==> src/rtl/flash_cmd_pkg.sv <==
// Shared definitions for the flash command interpreter: command codes,
// status bit positions, sequence states and read modes.
package flash_cmd_pkg;

    localparam logic [7:0] OP_PROG_A   = 8'h10;
    localparam logic [7:0] OP_PROG_B   = 8'h40;
    localparam logic [7:0] OP_ERASE    = 8'h20;
    localparam logic [7:0] OP_CLR_STAT = 8'h50;
    localparam logic [7:0] OP_LOCK     = 8'h60;
    localparam logic [7:0] OP_STATUS   = 8'h70;
    localparam logic [7:0] OP_IDENT    = 8'h90;
    localparam logic [7:0] OP_QUERY    = 8'h98;
    localparam logic [7:0] OP_BUFFER   = 8'hE8;
    localparam logic [7:0] OP_ARRAY    = 8'hFF;
    localparam logic [7:0] OP_CONFIRM  = 8'hD0;
    localparam logic [7:0] OP_LOCK_SET = 8'h01;

    localparam int SB_READY   = 7;
    localparam int SB_ERS_ERR = 5;
    localparam int SB_PGM_ERR = 4;

    typedef enum logic [2:0] {
        SQ_IDLE,
        SQ_PROG,
        SQ_ERASE_ARM,
        SQ_ERASE_RUN,
        SQ_LOCK_ARM,
        SQ_BUF_COUNT,
        SQ_BUF_DATA,
        SQ_BUF_CONFIRM
    } seq_state_t;

    typedef enum logic [1:0] {
        RM_ARRAY,
        RM_STATUS,
        RM_IDENT,
        RM_QUERY
    } read_mode_t;

endpackage

==> src/rtl/flash_word_array.sv <==
// Word-wide storage standing in for the flash array.
// Assumes one write port and one synchronous read port; contents have no reset.
module flash_word_array #(
    parameter int ADDR_W = 6,
    parameter int DATA_W = 16
) (
    input  logic              clk,
    input  logic              we,
    input  logic [ADDR_W-1:0] waddr,
    input  logic [DATA_W-1:0] wdata,
    input  logic              re,
    input  logic [ADDR_W-1:0] raddr,
    output logic [DATA_W-1:0] rdata
);
    localparam int DEPTH = 1 << ADDR_W;

    logic [DATA_W-1:0] mem [DEPTH];

    // Store one word when the write port is enabled.
    always_ff @(posedge clk) begin
        if (we) begin
            mem[waddr] <= wdata;
        end
    end

    // Registered read of one word.
    always_ff @(posedge clk) begin
        if (re) begin
            rdata <= mem[raddr];
        end
    end
endmodule

==> src/rtl/flash_seq_fsm.sv <==
// Command sequence decoder. Tracks the write cycle within a sequence, owns
// the status byte and the read mode, and drives the array write port.
// Assumes DEV_W >= 8 and SECTOR_WORDS a power of two below the array depth.
module flash_seq_fsm
    import flash_cmd_pkg::*;
#(
    parameter int ADDR_W       = 6,
    parameter int DEV_W        = 8,
    parameter int LANES        = 2,
    parameter int SECTOR_WORDS = 8
) (
    input  logic                   clk,
    input  logic                   rst_n,
    input  logic                   array_ro,
    input  logic                   wr_en,
    input  logic [ADDR_W-1:0]      addr,
    input  logic [DEV_W*LANES-1:0] wdata,
    output logic                   mem_we,
    output logic [ADDR_W-1:0]      mem_waddr,
    output logic [DEV_W*LANES-1:0] mem_wdata,
    output logic [7:0]             status,
    output read_mode_t             rmode
);
    localparam int BUS_W    = DEV_W * LANES;
    localparam int SEC_BITS = $clog2(SECTOR_WORDS);
    localparam int SEC_IDXW = ADDR_W - SEC_BITS;
    localparam logic [SEC_BITS-1:0] SEC_LAST = SEC_BITS'(SECTOR_WORDS - 1);

    seq_state_t          state;
    logic [DEV_W-1:0]    remain;
    logic [SEC_IDXW-1:0] ers_sector;
    logic [SEC_BITS-1:0] ers_idx;
    logic [7:0]          cmd;

    assign cmd = wdata[7:0];

    // Array write port: the erase engine owns it while running, else data cycles.
    always_comb begin
        mem_we    = 1'b0;
        mem_waddr = addr;
        mem_wdata = wdata;
        if (state == SQ_ERASE_RUN) begin
            mem_we    = 1'b1;
            mem_waddr = {ers_sector, ers_idx};
            mem_wdata = {BUS_W{1'b1}};
        end else if (wr_en && !array_ro &&
                     (state == SQ_PROG || state == SQ_BUF_DATA)) begin
            mem_we = 1'b1;
        end
    end

    // Sequence state, status byte and read mode update.
    always_ff @(posedge clk) begin
        if (!rst_n) begin
            state      <= SQ_IDLE;
            rmode      <= RM_ARRAY;
            status     <= 8'h80;
            remain     <= '0;
            ers_sector <= '0;
            ers_idx    <= '0;
        end else if (state == SQ_ERASE_RUN) begin
            ers_idx <= ers_idx + 1'b1;
            if (ers_idx == SEC_LAST) begin
                status[SB_READY] <= 1'b1;
                state            <= SQ_IDLE;
            end
        end else if (wr_en) begin
            case (state)
                SQ_IDLE: begin
                    case (cmd)
                        OP_PROG_A, OP_PROG_B: begin
                            state <= SQ_PROG;
                            rmode <= RM_STATUS;
                        end
                        OP_ERASE: begin
                            state <= SQ_ERASE_ARM;
                            rmode <= RM_STATUS;
                        end
                        OP_CLR_STAT: begin
                            status <= 8'h00;
                            rmode  <= RM_ARRAY;
                        end
                        OP_LOCK: begin
                            state <= SQ_LOCK_ARM;
                            rmode <= RM_STATUS;
                        end
                        OP_STATUS: rmode <= RM_STATUS;
                        OP_IDENT:  rmode <= RM_IDENT;
                        OP_QUERY:  rmode <= RM_QUERY;
                        OP_BUFFER: begin
                            status[SB_READY] <= 1'b1;
                            state            <= SQ_BUF_COUNT;
                            rmode            <= RM_STATUS;
                        end
                        default: begin
                            state <= SQ_IDLE;
                            rmode <= RM_ARRAY;
                        end
                    endcase
                end
                SQ_PROG: begin
                    if (array_ro) status[SB_PGM_ERR] <= 1'b1;
                    status[SB_READY] <= 1'b1;
                    state            <= SQ_IDLE;
                    rmode            <= RM_STATUS;
                end
                SQ_ERASE_ARM: begin
                    if (cmd == OP_CONFIRM) begin
                        rmode <= RM_STATUS;
                        if (array_ro) begin
                            status[SB_ERS_ERR] <= 1'b1;
                            status[SB_READY]   <= 1'b1;
                            state              <= SQ_IDLE;
                        end else begin
                            ers_sector       <= addr[ADDR_W-1:SEC_BITS];
                            ers_idx          <= '0;
                            status[SB_READY] <= 1'b0;
                            state            <= SQ_ERASE_RUN;
                        end
                    end else begin
                        state <= SQ_IDLE;
                        rmode <= RM_ARRAY;
                    end
                end
                SQ_LOCK_ARM: begin
                    if (cmd == OP_LOCK_SET || cmd == OP_CONFIRM) begin
                        status[SB_READY] <= 1'b1;
                        rmode            <= RM_STATUS;
                    end else begin
                        rmode <= RM_ARRAY;
                    end
                    state <= SQ_IDLE;
                end
                SQ_BUF_COUNT: begin
                    remain <= wdata[DEV_W-1:0];
                    state  <= SQ_BUF_DATA;
                end
                SQ_BUF_DATA: begin
                    if (array_ro) status[SB_PGM_ERR] <= 1'b1;
                    if (remain == '0) begin
                        state <= SQ_BUF_CONFIRM;
                    end else begin
                        remain <= remain - 1'b1;
                    end
                end
                SQ_BUF_CONFIRM: begin
                    if (cmd == OP_CONFIRM) begin
                        status[SB_READY] <= 1'b1;
                        rmode            <= RM_STATUS;
                    end else begin
                        status[SB_PGM_ERR] <= 1'b1;
                        rmode              <= RM_ARRAY;
                    end
                    state <= SQ_IDLE;
                end
                default: begin
                    state <= SQ_IDLE;
                    rmode <= RM_ARRAY;
                end
            endcase
        end
    end

    // reset leaves status 0x80 and array reads selected.
    a_r1_reset_state: assert property (@(posedge clk) disable iff (!rst_n)
        $past(!rst_n) |-> (status == 8'h80 && rmode == RM_ARRAY));

    // ready stays low for the whole erase window.
    a_r4_busy_not_ready: assert property (@(posedge clk) disable iff (!rst_n)
        (state == SQ_ERASE_RUN) |-> !status[SB_READY]);

    // unused status bits never become set.
    a_r9_reserved_zero: assert property (@(posedge clk) disable iff (!rst_n)
        (status[6] == 1'b0 && status[3:0] == 4'h0));

    // no host data lands in the array while it is read-only.
    a_r12_ro_no_store: assert property (@(posedge clk) disable iff (!rst_n)
        (array_ro && state != SQ_ERASE_RUN) |-> !mem_we);

    // a bad buffered confirm flags a program error and selects array reads.
    a_r7_bad_confirm: assert property (@(posedge clk) disable iff (!rst_n)
        (state == SQ_BUF_CONFIRM && wr_en && cmd != OP_CONFIRM)
        |=> (status[SB_PGM_ERR] && rmode == RM_ARRAY && state == SQ_IDLE));
endmodule

==> src/rtl/flash_read_path.sv <==
// Read source selection. Captures mode, address and status with each read
// strobe and forms the bus word one cycle later, replicating byte-wide
// answers into every device lane. Assumes DEV_W >= 8.
module flash_read_path
    import flash_cmd_pkg::*;
#(
    parameter int         ADDR_W  = 6,
    parameter int         DEV_W   = 8,
    parameter int         LANES   = 2,
    parameter logic [7:0] MFR_ID  = 8'h89,
    parameter logic [7:0] PART_ID = 8'h18
) (
    input  logic                   clk,
    input  logic                   rst_n,
    input  logic                   rd_en,
    input  logic [ADDR_W-1:0]      addr,
    input  read_mode_t             rmode,
    input  logic [7:0]             status,
    input  logic [DEV_W*LANES-1:0] mem_q,
    output logic [DEV_W*LANES-1:0] rdata,
    output logic                   rvalid
);
    localparam int OFF_W = (ADDR_W > 8) ? ADDR_W : 8;

    read_mode_t        cap_mode;
    logic [OFF_W-1:0]  cap_off;
    logic [7:0]        cap_status;
    logic [7:0]        lane_byte;

    // Query table contents for a given word offset.
    function automatic logic [7:0] query_byte(input logic [OFF_W-1:0] off);
        case (off)
            OFF_W'(8'h10): query_byte = 8'h51;
            OFF_W'(8'h11): query_byte = 8'h52;
            OFF_W'(8'h12): query_byte = 8'h59;
            OFF_W'(8'h13): query_byte = 8'h01;
            OFF_W'(8'h2C): query_byte = 8'h01;
            default:       query_byte = 8'h00;
        endcase
    endfunction

    // Capture the read context and the valid flag on each strobe.
    always_ff @(posedge clk) begin
        if (!rst_n) begin
            rvalid     <= 1'b0;
            cap_mode   <= RM_ARRAY;
            cap_off    <= '0;
            cap_status <= 8'h00;
        end else begin
            rvalid <= rd_en;
            if (rd_en) begin
                cap_mode   <= rmode;
                cap_off    <= OFF_W'(addr);
                cap_status <= status;
            end
        end
    end

    // Byte answer shared by all lanes in the non-array modes.
    always_comb begin
        case (cap_mode)
            RM_STATUS: lane_byte = cap_status;
            RM_IDENT:  lane_byte = (cap_off == OFF_W'(0)) ? MFR_ID :
                                   (cap_off == OFF_W'(1)) ? PART_ID : 8'h00;
            RM_QUERY:  lane_byte = query_byte(cap_off);
            default:   lane_byte = 8'h00;
        endcase
    end

    // One lane slice per device: array data or the replicated byte.
    for (genvar ln = 0; ln < LANES; ln++) begin : g_lane
        always_comb begin
            if (cap_mode == RM_ARRAY) begin
                rdata[ln*DEV_W +: DEV_W] = mem_q[ln*DEV_W +: DEV_W];
            end else begin
                rdata[ln*DEV_W +: DEV_W] = DEV_W'(lane_byte);
            end
        end
    end

    // valid follows a strobe by exactly one cycle.
    a_r2_valid_timing: assert property (@(posedge clk) disable iff (!rst_n)
        rd_en |=> rvalid);
    a_r2_no_spurious_valid: assert property (@(posedge clk) disable iff (!rst_n)
        !rd_en |=> !rvalid);
endmodule

==> src/rtl/flash_cmd_top.sv <==
// Parallel NOR flash command interpreter top: joins the sequence decoder,
// the word array and the read path. Reads and writes share one address bus
// and are assumed not to be strobed in the same cycle.
module flash_cmd_top
    import flash_cmd_pkg::*;
#(
    parameter int         ADDR_W       = 6,
    parameter int         DEV_W        = 8,
    parameter int         LANES        = 2,
    parameter int         SECTOR_WORDS = 8,
    parameter logic [7:0] MFR_ID       = 8'h89,
    parameter logic [7:0] PART_ID      = 8'h18
) (
    input  logic                   clk,
    input  logic                   rst_n,
    input  logic                   array_ro,
    input  logic                   wr_en,
    input  logic                   rd_en,
    input  logic [ADDR_W-1:0]      addr,
    input  logic [DEV_W*LANES-1:0] wdata,
    output logic [DEV_W*LANES-1:0] rdata,
    output logic                   rvalid
);
    localparam int BUS_W = DEV_W * LANES;

    logic              mem_we;
    logic [ADDR_W-1:0] mem_waddr;
    logic [BUS_W-1:0]  mem_wdata;
    logic [BUS_W-1:0]  mem_q;
    logic [7:0]        status;
    read_mode_t        rmode;

    flash_seq_fsm #(
        .ADDR_W(ADDR_W), .DEV_W(DEV_W), .LANES(LANES), .SECTOR_WORDS(SECTOR_WORDS)
    ) u_fsm (
        .clk(clk), .rst_n(rst_n), .array_ro(array_ro), .wr_en(wr_en),
        .addr(addr), .wdata(wdata), .mem_we(mem_we), .mem_waddr(mem_waddr),
        .mem_wdata(mem_wdata), .status(status), .rmode(rmode)
    );

    flash_word_array #(
        .ADDR_W(ADDR_W), .DATA_W(BUS_W)
    ) u_array (
        .clk(clk), .we(mem_we), .waddr(mem_waddr), .wdata(mem_wdata),
        .re(rd_en), .raddr(addr), .rdata(mem_q)
    );

    flash_read_path #(
        .ADDR_W(ADDR_W), .DEV_W(DEV_W), .LANES(LANES),
        .MFR_ID(MFR_ID), .PART_ID(PART_ID)
    ) u_rd (
        .clk(clk), .rst_n(rst_n), .rd_en(rd_en), .addr(addr), .rmode(rmode),
        .status(status), .mem_q(mem_q), .rdata(rdata), .rvalid(rvalid)
    );
endmodule

==> config.mk <==
export PLATFORM = sky130hd
export DESIGN_NAME = flash_cmd_top
export DESIGN_NICKNAME = d
export VERILOG_FILES = /design/src/rtl/flash_cmd_pkg.sv /design/src/rtl/flash_word_array.sv /design/src/rtl/flash_seq_fsm.sv /design/src/rtl/flash_read_path.sv /design/src/rtl/flash_cmd_top.sv
export SDC_FILE = /design/constraint.sdc
export NUM_CORES = 1
export LEC_CHECK = 0
export ABC_AREA = 1
export CORE_MARGIN = 2
export CORE_UTILIZATION = 30
export CTS_CLUSTER_DIAMETER = 40
export DETAILED_ROUTE_END_ITERATION = 7
export DONT_BUFFER_PORTS = 1
export GPL_TIMING_DRIVEN = 0
export SYNTH_ARGS = -nofsm -noshare
export SYNTH_HDL_FRONTEND = slang
export SYNTH_SLANG_ARGS = --single-unit
==> constraint.sdc <==
create_clock -name clk -period 6.6 [get_ports clk]
set_input_delay 0.99 -clock clk [delete_from_list [all_inputs] [get_ports clk]]
set_output_delay 0.99 -clock clk [all_outputs]
set_load 0.005 [all_outputs]
Word level (Yosys, flattened, before mapping)
Memories as Yosys holds them, arrays and structs flattened. A register that Yosys moved wholly into a read port is not among the register bits.
Index checks and enable logic that the tools add are counted.
Cells by class
  add/subtract/negate cells: 2
  equal/unequal tests: 42
  muxes and demuxes: 47
  bitwise operators: 3
  reductions and logical operators: 31
Operators by type and width (number)
  $mux 8: 5
  $eq 8x7->1 const B: 4
  $eq 8x8->1 const B: 4
  $mux 3: 10
  $pmux 7 s4: 1
  $eq 6x5->1 const B: 4
  $pmux 8 s3: 1
  $logic_not 8->1: 2
  $mux 16: 1
  $pmux 8 s2: 1
  $eq 3x3->1 const B: 5
  $mux 1: 15
  $pmux 3 s5: 1
  $mux 6: 2
  $pmux 3 s4: 1
  $reduce_and 4->1: 3
  $reduce_and 6->1: 2
  $ne 2x2->1 const B: 5
  $pmux 2 s5: 1
  $reduce_bool 2->1: 5
  $reduce_or 2->1: 5
  $ne 3x1->1 const B: 3
  $eq 8x1->1 const B: 1
  $eq 8x5->1 const B: 1
  33 further kinds: 42
Word-level totals
  register bits after elaboration: 34
  memory bits (writable): 1024
  input port bits: 27
  output and inout bits: 17
  logic and storage cells: 138
  memories kept: 1
Memory list
  u_array.mem: words 64, bits a word 16, rd ports 1, clocked after memory_dff 1, write ports 1, RTL line flash_word_array.sv:17  | logic [DATA_W-1:0] mem [DEPTH];

Logic depth before layout (Yosys ltp)
Gate-level depths: netlist of run 1.
  depth after elaboration: 7
  gate-level depth with buffers: 12

Modules after synthesis
From an unflattened synthesis of run 1, not the netlist that was laid out.
Second synthesis, totals
  cells, all modules: 3969
  area, all modules: 44931.8 um2
By module, submodules not included
  flash_word_array: times used 1, cells an instance 3518, area each 42251.8 um2, seq. area each 31230.0 um2
  flash_seq_fsm: times used 1, cells an instance 306, area each 1749.2 um2, seq. area each 440.4 um2
  flash_read_path: times used 1, cells an instance 145, area each 930.9 um2, seq. area each 340.3 um2

Worst setup path before layout of run 1
OpenSTA, ideal clock, no wires.
  path kind: input-to-reg
  start: input port addr[5]
  end: memory u_array.mem[48][0], enable pin
  arrival time: 2.656 ns
  required time: 6.212 ns
  slack: 3.556 ns
  cell stages on the path: 7
  cells stage by stage: buf_2 clkinv_1 nor2_2 a21oi_4 nor2_1 nand2_1 nor2_1
Between the ends
  word-level cells in the longest chain between the ends: 1
RTL lines
  start: declaration: RTL line flash_cmd_top.sv:19  | input logic [ADDR_W-1:0] addr,
  $mux 6: RTL line flash_seq_fsm.sv:42  | if (state == SQ_ERASE_RUN) begin
  end: declaration: RTL line flash_word_array.sv:17
No other way between the ends.

Worst setup path in the final report of run 1
  start: input port addr[1]
  end: memory u_array.mem[63][7], enable pin
Same word-level chain as after synthesis.

==> flow_metrics.tcl, run 1 <==
set metrics [dict create \
    nets 4166 \
    fin_crit_sh 0.6178 \
    cp_data_required_time_ns 7.05 \
    vias 31452 \
    crit_fanout 9 \
    yosysWarnings 0 \
    clock_path_buffers 3 \
    crit_slowest_cell "nor2_1" \
    p_clk_frac 0.491 \
    layoutNonFillerInstCount 6174 \
    place_hpwl_um 97520 \
    p_per_area_nw_per_um2 315.9 \
    initial_core_util 0.3031 \
    vias_per_cell 5.094 \
    relSlewSlack 0.08585 \
    final_layout_size_suffix_gt1_frac 0.1079 \
    min_period_ns 4.078 \
    clock_latency_ns 0.75 \
    status "finished, final reports clean" \
    drt_first_pass_iters 8 \
    finalHoldViolations 0 \
    rsz0062_at_grt "no" \
    path_clk_slew_ns 0.06 \
    grt_max_degree 65 \
    swShare 0.2323 \
    internal_power_uw 12840 \
    max_freq_mhz 245.2 \
    fin_setup_tns_ns 0 \
    final_antenna_net_count 0 \
    area_growth_pct 19.63 \
    grt.total_usage 0.1868 \
    ios 44 \
    ys_ff_latch 1074 \
    cts-resized-gates 0 \
    worst_pin_slew_ns 1.366 \
    p_leak_uw 0.01895 \
    cts_setup_buffers 0 \
    pre_cts_slack_ns 1.715 \
    dieWidth_um 388.2 \
    numClockSinks 1074 \
    mostFrequentLayoutCell "nand2_1" \
    die_y_um 388.2 \
    finalWirelength_um 143600 \
    fillers 14151 \
    post-route-util 0.3626 \
    cts_tree "done" \
    synth_cell_types 38 \
    regArea_um2 31910 \
    fin_ws_ns 2.522 \
    switching_power_uw 3887 \
    cap_viol_max_count 0 \
    synth_fp_nets 3966 \
    min_path_type "in2reg" \
    slew_violations 0 \
    grt_antenna_before_repair 6 \
    drt_iter0_drc 3920 \
    cp_cell_sequence "clkbuf_1 > clkinv_1 > nand2_1 > o21ai_2 > inv_2 > nand4_2 > nor2_1 > buf_6" \
    ir_drop_mv 0.2276 \
    postCtsHoldBufs 0 \
    max_stage_delay_ns 0.97 \
    die-area_um2 150700 \
    path_class "in2reg" \
    coreArea_um2 146100 \
    p_comb_frac 0.061 \
    wire_per_inst_um 23.26 \
    dp.cells 5903 \
    portBuffers 0 \
    synth_area_um2 44280 \
    remaining_drc_errors 0 \
    multi_input_comb_area_um2 11390 \
    cp_num_buf_inv 4 \
    clock-root-buffer "clkbuf_16" \
    worstPathArrival_ns 4.53 \
    crit_family "simple AND/OR/NAND/NOR gates" \
    cts_buffers 146 \
    critPathLaunchType "input port" \
    synth_seq_area_share 0.7207 \
    skew_ns 0.02545 \
    grt_pass1_vias 29498 \
    syn_inst 3935 \
    htree_levels 4 \
    synth_area_per_cell_um2 11.25 \
    gp_congestion 0.9745 \
    grt.overflow.total 0 \
    grt_pass1_wl_um 205100 \
    setup_viol 0 \
    seq_power_share 0.448 \
    final_cell_mix "nand2_1 (1,398), edfxtp_1 (1,040), nand3_1 (906)" \
    rows 140 \
    end_kind "flop" \
]
## metrics by stage
stage	hold slack, ns	cell area, um^2	power (uW)
final	0.3593	52970	16730
after global routing	0.3449	52960	17130
after CTS	0.3483	52920	16780
after detailed placement	0.4553	47800	8624
after global placement	0.4528	46680	8598
after floorplan	0.4340	44280	8162
## flip-flops by register name, summed over array words and instances (netlist names), 3 cells and up
signal,flops
u_array.rdata,16
u_fsm.ers_sector,3
u_fsm.remain,8
u_fsm.state,3
u_fsm.ers_idx,3
u_array.mem,1024
u_rd.cap_status,3
u_fsm.status,3
u_rd.cap_off,6
## cell families after synthesis
| group | count (synthesis) | synth area share |
|---|---|---|
| flip-flops | 1074 | 0.7207 |
| buffers and inverters | 295 | 0.02687 |
| AND/OR/NAND/NOR | 2483 | 0.2408 |
| XOR/XNOR | 1 | 0.0001978 |
| AO/OA/AOI/OAI | 78 | 0.01031 |
| adder cells (fa/ha/maj) | 4 | 0.001130 |
## power groups by stage
stage               clock [uW]  combinational, uW  sequential (uW)
detailed placement           0                985             7640
global route              8560               1070             7500
global placement             0                943             7660
floorplan                    0                522             7640
CTS                       8290                989             7500
finish                    8220               1010             7500
## routing by layer
metal  vias to the layer above  share of wire  track usage
met1                     15322           0.41       0.2554
met2                      1638           0.44       0.2812
met4                         8          0.038      0.07556
met5                         -        0.00040            0
li1                      14222              -            -
met3                       262           0.11      0.04942
## cells in the mapped netlist
cell / n / area [um^2]
a21oi_2: 2 / 17.52
nand4_2: 8 / 100.1
dfxtp_1: 34 / 680.7
o31ai_1: 1 / 7.510
edfxtp_1: 1040 / 31230
a211oi_1: 2 / 15.01
nand2_2: 7 / 43.79
nand4_1: 4 / 25.02
a41oi_1: 1 / 8.760
inv_4: 1 / 6.260
nand2_1: 1406 / 5278
or2_2: 8 / 50.05
buf_2: 55 / 275.3
clkbuf_1: 140 / 525.5
a21oi_1: 34 / 170.2
inv_1: 47 / 176.4
o211ai_1: 1 / 7.510
o21ai_1: 1 / 5.000
a21oi_4: 2 / 32.53
nand3_2: 1 / 10.01
buf_1: 39 / 146.4
buf_8: 1 / 15.01
o22ai_1: 1 / 6.260
nor2_1: 125 / 469.2
inv_2: 7 / 26.28
nor2_8: 1 / 20.02
o21ai_0: 28 / 140.1
nand2_4: 2 / 22.52
xor2_1: 1 / 8.760
nor3_1: 6 / 30.03
nor2_2: 7 / 43.79
o21ai_2: 3 / 26.28
a22oi_1: 1 / 7.510
a211oi_2: 1 / 12.51
ha_1: 4 / 50.05
nand3_4: 2 / 35.03
clkinv_1: 5 / 18.77
nand3_1: 906 / 4534
## final cells by class
type	count	share of cell area
Antenna cell	2	0.00009449
Sequential cell	1074	0.6025
Timing Repair Buffer	52	0.01791
Multi-Input combinational cell	2566	0.2151
Inverter	60	0.004299
Buffer	235	0.01817
Clock inverter	105	0.02509
Clock buffer	163	0.07158
Tap cell	1917	0.04528
## worst paths after layout
check	startpoint	endpoint	slack (ns)	cells past startpoint
worst min-delay path	rd_en	u_array.rdata[11]$_DFFE_PP_	0.36	0
worst max register to register	u_fsm.state[2]$_SDFFE_PN0P_	u_array.mem[45][2]$_DFFE_PP_	3.05	7
worst max-delay path	addr[1]	u_array.mem[63][7]$_DFFE_PP_	2.52	8
worst min register to register	u_fsm.status[4]$_SDFFE_PN0P_	u_rd.cap_status[4]$_SDFFE_PN0P_	0.46	2
No activity file was read; power rests on OpenSTA's default activity.
==> inputs of run 2 (changes only) <==
==> constraint.sdc (replaced) <==
create_clock -name clk -period 4 [get_ports clk]
set_input_delay 0.6 -clock clk [delete_from_list [all_inputs] [get_ports clk]]
set_output_delay 0.6 -clock clk [all_outputs]
set_load 0.005 [all_outputs]
==> run 2 against run 1 <==
Effect of this change: the flow now finishes with violations (DRC); register-to-register slack worse by 2.6 ns; clock power grew 65%; cell count is essentially flat; die area is the same; flip-flop and latch count stayed put; non-clock buffer count rose by 2; power grew 65%; critical endpoint is now u_array.mem[63][9]$_DFFE_PP_; largest cell class unchanged.
==> flow_metrics.tcl, run 2 (same netlist as run 1, synthesis figures left out) <==
set metrics [dict create \
    status "complete, but fails checks" \
    violations "DRC" \
    die-area_um2 150700 \
    relSlewSlack 0.08449 \
    rows 140 \
    portBuffers 0 \
    drt_iter0_drc 4095 \
    met3WireLength_um 16370 \
    cts_buffers 146 \
    ff2ff_path_depth 7 \
    htree_levels 4 \
    cap_viol_max_count 0 \
    seq_power_share 0.448 \
    crit_slowest_cell "nor2_1" \
    finalHoldViolations 0 \
    min_period_ns 3.681 \
    end_kind "flop" \
    cts_setup_buffers 0 \
    switching_power_uw 6425 \
    clock_path_buffers 3 \
    final_antenna_net_count 0 \
    mostFrequentLayoutCell "nand2_1" \
    skew_ns 0.02436 \
    fin_setup_tns_ns 0 \
    worstPathArrival_ns 4.13 \
    gp_congestion 0.9745 \
    vias_per_cell 5.114 \
    clock_latency_ns 0.75 \
    die_y_um 388.2 \
    final_cell_mix "nand2_1 (1,398), edfxtp_1 (1,040), nand3_1 (906)" \
    layoutNonFillerInstCount 6178 \
    finalWirelength_um 144000 \
    p_clk_frac 0.491 \
    largest_reg_flops 1024 \
    vias 31593 \
    numClockSinks 1074 \
    cts_tree "done" \
    swShare 0.2326 \
    clock-root-buffer "clkbuf_16" \
    final_layout_size_suffix_gt1_frac 0.1078 \
    place_hpwl_um 97520 \
    rsz0062_at_grt "no" \
    cp_data_required_time_ns 4.45 \
    critical_path_depth 8 \
    fin_crit_sh 0.9203 \
    dieWidth_um 388.2 \
    grt_max_degree 65 \
    dp.cells 5903 \
    grt_antenna_before_repair 7 \
    crit_fanout 9 \
    pre_cts_slack_ns -0.4951 \
    p_per_area_nw_per_um2 521.2 \
    grt.total_usage 0.1871 \
    r2r-start "u_fsm.state[2]$_SDFFE_PN0P_" \
    internal_power_uw 21190 \
    max_stage_delay_ns 0.97 \
    startpoint "addr[1]" \
    cp_cell_sequence "clkbuf_1 > clkinv_1 > nand2_1 > o21ai_2 > inv_2 > nand4_2 > nor2_1 > buf_6" \
    p_comb_frac 0.061 \
    post-route-util 0.3627 \
    wl_met1_um 58680 \
    worst_pin_slew_ns 1.368 \
    remaining_drc_errors 2 \
    crit_family "simple AND/OR/NAND/NOR gates" \
    min_from "wr_en" \
    wl_met2_um 63550 \
    cp_num_buf_inv 4 \
    reg.largest.list "u_array.mem x1024, u_array.rdata x16, u_fsm.remain x8" \
    reg2reg_setup_slack_ns 0.46 \
    critPathLaunchType "input port" \
    area_growth_pct 19.68 \
    coreArea_um2 146100 \
    topRoutingLayerUsed "met5" \
    regMostFlops "u_array.mem" \
    slew_violations 0 \
    grt_pass1_vias 29483 \
    max_freq_mhz 271.7 \
    holdPathStages 4 \
    drt_first_pass_iters 7 \
    initial_core_util 0.3031 \
    path_clk_slew_ns 0.05 \
    ios 44 \
    nets 4168 \
    min_path_type "in2reg" \
    setup_viol 0 \
    wire_per_inst_um 23.30 \
    grt.overflow.total 0 \
    path_class "in2reg" \
    fin_ws_ns 0.3190 \
    ir_drop_mv 0.3762 \
    grt_pass1_wl_um 205400 \
    p_total_uw 27620 \
    p_leak_uw 0.01896 \
]
## run 2: stage by stage
stage	cell area (um^2)	hold slack, ns
after CTS	52940	0.06790
after global placement	46680	0.4528
after floorplan	44280	0.4340
after global routing	52990	0.1226
after detailed placement	47800	0.4553
final	52990	0.09467
## run 2: repair_timing
action	CTS	global route
resized for setup	0	0
hold buffers	2	0
endpoints found under the hold margin	17	0
## run 2: power groups by stage
| stage | Combinational (uW) | Sequential (uW) | Clock, uW |
|---|---|---|---|
| 3_3_place_gp | 1560 | 12600 | 0 |
| 3_5_place_dp | 1620 | 12600 | 0 |
| 2_1_floorplan | 861 | 12600 | 0 |
| 4_1_cts | 1640 | 12400 | 13700 |
| 5_1_grt | 1780 | 12400 | 14100 |
| 6_report | 1680 | 12400 | 13600 |
## run 2: area by class of cell
cell class,count,area [um^2]
diodes,4,10.01
plain buffers,235,962.2
clock buffers,163,3791
clock inverters,105,1329
fillers,14146,93100
inverters,60,227.7
multi-input cells,2566,11390
flip-flops and latches,1074,31910
well taps,1917,2399
repair buffers,54,968.4
## run 2: final timing paths
check                                     to
max             u_array.mem[63][9]$_DFFE_PP_
min             u_fsm.status[7]$_SDFFE_PN1P_
max reg2reg     u_array.mem[45][2]$_DFFE_PP_
min reg2reg  u_rd.cap_status[4]$_SDFFE_PN0P_
## run 2: per-layer routing
metal,vias to the layer above,track usage
met5,-,0
met4,6,0.07478
met3,247,0.04997
met2,1756,0.2813
met1,15356,0.2563
li1,14228,-
## run 2: worst register-to-register path: cells and delay by family, from the launching register on
kind,cells,cell delay (ns)
and+or+nand+nor,4,2.01
DFF,1,0.62
buffers and inverters,2,0.26
AOI/OAI and AO/OA,1,0.23
